### src/rtl/lsq_pkg.sv
package lsq_pkg;
  localparam int ACC_DW = 40;
  localparam int REG_W  = 6;
  localparam int SUB_W  = 15;
  localparam int NB_W   = 3;

  typedef enum logic [2:0] {
    STP_RDCTL  = 3'd0,
    STP_WRLEN  = 3'd1,
    STP_WRTIME = 3'd2,
    STP_HALT   = 3'd3,
    STP_START  = 3'd4,
    STP_RXON   = 3'd5
  } step_e;

  typedef struct packed {
    logic              wr;
    logic [REG_W-1:0]  reg_id;
    logic [SUB_W-1:0]  sub;
    logic [NB_W-1:0]   nbytes;
    logic [ACC_DW-1:0] data;
  } acc_cmd_t;
endpackage

### src/rtl/lsq_len_fmt.sv
module lsq_len_fmt #(
  parameter int LEN_W = 10,
  parameter int FL_W  = 10,
  parameter int CW    = 16,
  parameter int CLIP  = 125,
  parameter int CRC   = 2
) (
  input  logic [LEN_W-1:0] pay,
  input  logic [7:0]       ctl_byte,
  output logic [CW-1:0]    word
);
  localparam int HI_W = CW - FL_W;

  logic [FL_W-1:0] clipped;
  logic [FL_W-1:0] flen;

  // limit the payload, then account for the checksum bytes
  always_comb begin
    if (pay >= LEN_W'(CLIP)) clipped = FL_W'(CLIP);
    else                     clipped = FL_W'(pay);
    flen = clipped + FL_W'(CRC);
    word = {ctl_byte[7 -: HI_W], flen};
  end
endmodule

### src/rtl/lsq_cmd_sel.sv
module lsq_cmd_sel
  import lsq_pkg::*;
#(
  parameter int          CW         = 16,
  parameter logic [5:0]  REG_FCTL   = 6'h08,
  parameter logic [5:0]  REG_DLY    = 6'h0A,
  parameter logic [5:0]  REG_SCTL   = 6'h0D,
  parameter logic [7:0]  HALT_CODE  = 8'h40,
  parameter logic [7:0]  START_CODE = 8'h02,
  parameter logic [7:0]  DLY_BIT    = 8'h04,
  parameter logic [7:0]  RXON_CODE  = 8'h01
) (
  input  step_e              step,
  input  logic               delayed,
  input  logic [CW-1:0]      len_word,
  input  logic [ACC_DW-1:0]  launch,
  output acc_cmd_t           cmd
);
  always_comb begin
    cmd = '0;
    unique case (step)
      STP_RDCTL: begin
        cmd.wr = 1'b0; cmd.reg_id = REG_FCTL; cmd.sub = SUB_W'(1); cmd.nbytes = NB_W'(1);
      end
      STP_WRLEN: begin
        cmd.wr = 1'b1; cmd.reg_id = REG_FCTL; cmd.sub = '0; cmd.nbytes = NB_W'(CW / 8);
        cmd.data = ACC_DW'(len_word);
      end
      STP_WRTIME: begin
        cmd.wr = 1'b1; cmd.reg_id = REG_DLY; cmd.sub = '0; cmd.nbytes = NB_W'(ACC_DW / 8);
        cmd.data = launch;
      end
      STP_HALT: begin
        cmd.wr = 1'b1; cmd.reg_id = REG_SCTL; cmd.sub = '0; cmd.nbytes = NB_W'(1);
        cmd.data = ACC_DW'(HALT_CODE);
      end
      STP_START: begin
        cmd.wr = 1'b1; cmd.reg_id = REG_SCTL; cmd.sub = '0; cmd.nbytes = NB_W'(1);
        cmd.data = ACC_DW'(delayed ? (START_CODE | DLY_BIT) : START_CODE);
      end
      STP_RXON: begin
        cmd.wr = 1'b1; cmd.reg_id = REG_SCTL; cmd.sub = SUB_W'(1); cmd.nbytes = NB_W'(1);
        cmd.data = ACC_DW'(RXON_CODE);
      end
      default: cmd = '0;
    endcase
  end
endmodule

### src/rtl/lsq_ctrl.sv
module lsq_ctrl
  import lsq_pkg::*;
(
  input  logic  clk,
  input  logic  rst,
  input  logic  go,
  input  logic  delayed_q,
  input  logic  acc_done,
  output step_e step,
  output logic  issue,
  output logic  accept,
  output logic  rd_cap,
  output logic  busy,
  output logic  done,
  output logic  err
);
  typedef enum logic [1:0] {S_IDLE, S_ISSUE, S_WAIT} st_e;
  st_e st;

  function automatic step_e next_step(step_e s, logic dly);
    case (s)
      STP_RDCTL:  next_step = STP_WRLEN;
      STP_WRLEN:  next_step = dly ? STP_WRTIME : STP_HALT;
      STP_WRTIME: next_step = STP_HALT;
      STP_HALT:   next_step = STP_START;
      default:    next_step = STP_RXON;
    endcase
  endfunction

  assign issue  = (st == S_ISSUE);
  assign accept = go && !busy;
  assign rd_cap = (st == S_WAIT) && acc_done && (step == STP_RDCTL);

  always_ff @(posedge clk) begin
    if (rst) begin
      st   <= S_IDLE;
      step <= STP_RDCTL;
      busy <= 1'b0;
      done <= 1'b0;
      err  <= 1'b0;
    end else begin
      done <= 1'b0;
      if (go && busy) err <= 1'b1;
      case (st)
        S_IDLE: if (go) begin
          st   <= S_ISSUE;
          step <= STP_RDCTL;
          busy <= 1'b1;
        end
        S_ISSUE: st <= S_WAIT;
        S_WAIT: if (acc_done) begin
          if (step == STP_RXON) begin
            st   <= S_IDLE;
            busy <= 1'b0;
            done <= 1'b1;
          end else begin
            step <= next_step(step, delayed_q);
            st   <= S_ISSUE;
          end
        end
        default: st <= S_IDLE;
      endcase
    end
  end

  a_r10_done_idle: assert property (@(posedge clk) disable iff (rst) done |-> !busy);
  a_r10_done_single: assert property (@(posedge clk) disable iff (rst) done |=> !done);
  a_r11_err_sticky: assert property (@(posedge clk) disable iff (rst) err |=> err);
  a_r7_halt_before_start: assert property (@(posedge clk) disable iff (rst)
    (issue && step == STP_START) |-> $past(step) == STP_HALT);
endmodule

### src/rtl/lsq_tx_launch.sv
module lsq_tx_launch
  import lsq_pkg::*;
#(
  parameter int          LEN_W    = 10,
  parameter int          FL_W     = 10,
  parameter int          CLIP     = 125,
  parameter int          CRC      = 2,
  parameter logic [5:0]  REG_FCTL = 6'h08,
  parameter logic [5:0]  REG_DLY  = 6'h0A,
  parameter logic [5:0]  REG_SCTL = 6'h0D
) (
  input  logic              clk,
  input  logic              rst,
  input  logic              go,
  input  logic [LEN_W-1:0]  pay_len,
  input  logic              delayed,
  input  logic [39:0]       launch_time,
  output logic              busy,
  output logic              done,
  output logic              err,
  output logic              cmd_valid,
  output logic              cmd_write,
  output logic [5:0]        cmd_reg,
  output logic [14:0]       cmd_sub,
  output logic [2:0]        cmd_nbytes,
  output logic [39:0]       cmd_wdata,
  input  logic              acc_done,
  input  logic [7:0]        acc_rdata
);
  localparam int CW  = 16;
  localparam int LIM = CLIP + CRC;

  logic [LEN_W-1:0]  pay_q;
  logic              dly_q;
  logic [ACC_DW-1:0] time_q;
  logic [7:0]        ctl_q;
  logic [CW-1:0]     len_word;
  step_e             step;
  logic              issue, accept, rd_cap;
  acc_cmd_t          sel_cmd, cmd_q;

  lsq_ctrl u_ctrl (
    .clk(clk), .rst(rst), .go(go), .delayed_q(dly_q), .acc_done(acc_done),
    .step(step), .issue(issue), .accept(accept), .rd_cap(rd_cap),
    .busy(busy), .done(done), .err(err)
  );

  lsq_len_fmt #(.LEN_W(LEN_W), .FL_W(FL_W), .CW(CW), .CLIP(CLIP), .CRC(CRC)) u_fmt (
    .pay(pay_q), .ctl_byte(ctl_q), .word(len_word)
  );

  lsq_cmd_sel #(.CW(CW), .REG_FCTL(REG_FCTL), .REG_DLY(REG_DLY), .REG_SCTL(REG_SCTL)) u_sel (
    .step(step), .delayed(dly_q), .len_word(len_word), .launch(time_q), .cmd(sel_cmd)
  );

  // request capture and read-back byte
  always_ff @(posedge clk) begin
    if (rst) begin
      pay_q  <= '0;
      dly_q  <= 1'b0;
      time_q <= '0;
      ctl_q  <= '0;
    end else begin
      if (accept) begin
        pay_q  <= pay_len;
        dly_q  <= delayed;
        time_q <= launch_time;
      end
      if (rd_cap) ctl_q <= acc_rdata;
    end
  end

  // registered command port
  always_ff @(posedge clk) begin
    if (rst) begin
      cmd_valid <= 1'b0;
      cmd_q     <= '0;
    end else begin
      cmd_valid <= issue;
      if (issue) cmd_q <= sel_cmd;
    end
  end

  assign cmd_write  = cmd_q.wr;
  assign cmd_reg    = cmd_q.reg_id;
  assign cmd_sub    = cmd_q.sub;
  assign cmd_nbytes = cmd_q.nbytes;
  assign cmd_wdata  = cmd_q.data;

  a_r3_valid_in_busy: assert property (@(posedge clk) disable iff (rst) cmd_valid |-> busy);
  a_r3_valid_single: assert property (@(posedge clk) disable iff (rst) cmd_valid |=> !cmd_valid);
  a_r4_len_bound: assert property (@(posedge clk) disable iff (rst)
    (cmd_valid && cmd_write && cmd_reg == REG_FCTL)
      |-> (cmd_wdata[FL_W-1:0] <= FL_W'(LIM)) && (cmd_wdata[FL_W-1:0] >= FL_W'(CRC)));
endmodule

### config.mk
export PLATFORM = sky130hd
export DESIGN_NAME = lsq_tx_launch
export DESIGN_NICKNAME = d
export VERILOG_FILES = /design/src/rtl/lsq_pkg.sv /design/src/rtl/lsq_len_fmt.sv /design/src/rtl/lsq_cmd_sel.sv /design/src/rtl/lsq_ctrl.sv /design/src/rtl/lsq_tx_launch.sv
export SDC_FILE = /design/constraint.sdc
export NUM_CORES = 1
export LEC_CHECK = 0
export ABC_CLOCK_PERIOD_IN_PS = 3650
export BUFFER_PORTS_ARGS = -buffer_cell sky130_fd_sc_hd__buf_2
export CAP_MARGIN = 40
export CORE_ASPECT_RATIO = 0.9
export CORE_MARGIN = 1
export CORE_UTILIZATION = 56
export DETAILED_ROUTE_END_ITERATION = 10
export PLACE_DENSITY = 0.82
export SLEW_MARGIN = 20
export SYNTH_ARGS = -nofsm -noshare
export SYNTH_HDL_FRONTEND = slang
export SYNTH_SLANG_ARGS = --single-unit
### constraint.sdc
create_clock -name clk -period 3.65 [get_ports clk]
set_input_delay 0.5475 -clock clk [delete_from_list [all_inputs] [get_ports clk]]
set_output_delay 0.5475 -clock clk [all_outputs]
set_load 0.005 [all_outputs]
==> impl_metrics.yaml <==
power_and_ir_drop:
  p_leak_uw: 0.002446
  power.ir.vdd_worst_mv: 0.3419
  p_sw_uw: 733.8
  power_frac_comb: 0.076
  power.switching_fraction: 0.2305
  power.clock.fraction: 0.511
  p_per_area_mw_per_mm2: 552.7
  power.sequential.fraction: 0.413
  power_report.internal_total_uw: 2449
cts:
  clk-insertion-delay-late_ns: 0.51
  cts-hold-fix-buffers: 0
  cts.htree.levels: 4
  cts_max_path_buffers: 2
  tritoncts_num_sinks: 113
  worst_setup_hold_path_clk_slew_ns: 0.06
  cts_setup_buffers: 0
  cts_buffers: 17
  tritoncts_clock_tree: "done"
  clock-root-buffer: "clkbuf_8"
  cts.repair.resized: 0
place:
  hpwl_um: 7022
  portBuffers: 113
  globalplace.congestion: 0.8039
yosys:
  avg_cell_area_syn_um2: 8.081
  synth.ff_latch_count: 113
  ys_async_sr_fraction: 0
  syn-instance-count: 569
  synth_largest_type_area_fraction: 0.4920
  syn_area_mm2: 0.004598
  synth_enable_flop_cells: 0
  synth_area_leaders: "dfxtp_1 49%, nand2_1 12%, a21oi_1 9.7%"
  yosys.area.top_type: "dfxtp_1"
  synthDistinctLibCells: 52
  yosys_warnings: 0
  synth.yosys.seq_area_share: 0.4920
  postSynth.topFlopCell: "dfxtp_1"
hold_path:
  worst_hold_class: "in -> reg"
timing:
  setup_repair_after_global_routing_missed_its_margin: "false"
  setup_violations_final: 0
  timing.setup.tns_ns: 0
  relSlewSlack: 0.5050
  maxClockFrequency_mhz: 422.4
  final.hold.worst_slack_ns: 0.2728
  fin_crit_sh: 0.6486
  report.final.hold_viol_count: 0
  skew_ns: 0.01420
  slew_violations: 0
  fin_crit_ns: 2.367
  max_slew.worst_pin.slew_ns: 0.7416
final_layout:
  reg.largest.list: "cmd_wdata x40, time_q x40, pay_q x10"
  layout.core_utilization: 0.7447
  multi_input_gate_area_in_the_final_layout_mm2: 0.002073
  area_delta_synth_final_pct: 25.22
  finalNetCount: 726
  seqCellArea_mm2: 0.002262
  insertedDiodeCount: 0
  fillCellCount: 590
  layout_cell_share_with_drive_strength_beyond_1: 0.2459
floorplan:
  floorplan.io_pins: 132
  dieWidth_um: 97.52
  core.rowCount: 30
  die_height_um: 87.97
  core_region_area_mm2: 0.007732
  floorplan.initialDensity: 0.5947
  die_area_mm2: 0.008578
drt:
  detail_route.wirelength_um: 11430
  post_drt_via_cell_ratio: 5.560
  drc: 0
  drt.antenna.violating_nets: 0
  drt_iter0_drc: 267
  route.vias.total: 4287
  wire_per_inst_um: 14.82
  detail_route.first_pass.iterations: 6
grt:
  largest_net_degree_at_the_start_of_global_routing: 73
  grt_antenna_before_repair: 0
  global_route.usage.met3: 0.05666
  global_route_layer_with_the_greatest_usage: "met2"
  grt_pass1_wl_um: 18220
  global_router_s_overall_resource_usage: 0.2677
  globalRoute.totalOverflow: 0
  grtUsageMet2: 0.4565
  grt_pass1_vias: 3854
  groute.layer.met1.usage: 0.3293
worst_setup_path:
  worstSetupStartpointType: "flop"
  critical_path.max_fanout: 24
  worst_path_arrival_ns: 2.79
  reg2reg_slack_ns: 1.28
  timing_worst_setup_path_type: "reg -> reg"
  worst_setup_path_end_kind: "flop"
  crit_required_ns: 4.08
run_status:
  run_status: "complete, no violations"
job:
  timing.max_cap.violations: 0
metal layers:
layer | wire length (µm) | vias up
met5 | 0 | -
met4 | 184 | 0
met3 | 633 | 16
met2 | 5724 | 166
met1 | 4883 | 2028
li1 | - | 2077
per-stage QoR:
stage,total power [µW],std cells,area [µm²],worst slack [ns]
CTS,3179,769,5719,1.301
floorplan,1490,584,4654,1.829
detailed placement,1568,737,5120,1.398
finish,3183,771,5758,1.283
global route,3283,771,5758,1.148
global placement,1551,735,5065,1.455
logic make-up (layout without fill, tap and decap cells):
family | count (synthesis) | count (layout) | share of synthesized area
compound gates | 132 | 132 | 0.1684
xor+xnor | 3 | 3 | 0.005715
fa+ha+maj | 1 | 1 | 0.002721
buf+inv | 65 | 156 | 0.07265
flops | 113 | 113 | 0.4920
mux | 6 | 6 | 0.01306
other cells | 1 | 16 | 0.0008155
simple gates | 248 | 248 | 0.2446
cell usage in the layout (no fill, tap or decap), drive strengths merged, types with 3 or more instances in the layout:
cell	instances
nor2b	13
nor3	7
nand2	153
nand3b	6
clkinv	4
or3	3
o21ai	11
dfxtp	113
nand3	30
clkbuf	23
clkinvlp	3
buf	121
mux2i	6
nor2	20
inv	3
nand2b	5
a22oi	9
o31ai	4
conb	16
a21oi	89
nor3b	4
cells in the mapped netlist (all sizes together), types with 5 or more instances:
cell    instances
nand2b          5
nand3b          6
dfxtp         113
nor2b          13
clkbuf         28
a22oi           9
buf            34
nand3          30
nor2           20
mux2i           6
o21ai          11
nand2         153
nor3            7
a21oi          89
final timing paths:
path | start | to | cells after the start
max | u_ctrl.step[1] | cmd_wdata[13] | 5
max reg2reg | u_ctrl.step[1] | cmd_wdata[13] | 5
min reg2reg | cmd_wdata[35] | cmd_wdata[35] | 2
min | launch_time[35] | time_q[35] | 3
power by group through the flow:
stage / logic, µW / clock network [µW] / registers, µW
after detailed placement: 228 / 0 / 1340
after global routing: 265 / 1700 / 1320
after global placement: 214 / 0 / 1340
after floorplan: 160 / 0 / 1330
after CTS: 231 / 1630 / 1310
final: 240 / 1630 / 1320
critical path: stages, from the launching register on:
cell and delay (ns):
dfxtp_1 0.67, nor3b_4 0.67, buf_4 0.43, a22oi_1 0.15, o21ai_0 0.19, nor2b_1 0.17
final cells by class:
cell class	instances	area share
clock buffer	23	0.08627
clock inverter	9	0.01782
inverter	3	0.001956
multi-input combinational	406	0.3601
sequential	113	0.3929
tap	96	0.02086
timing repair buffer	121	0.1202
Note: power is estimated with default switching activity, not from simulation.
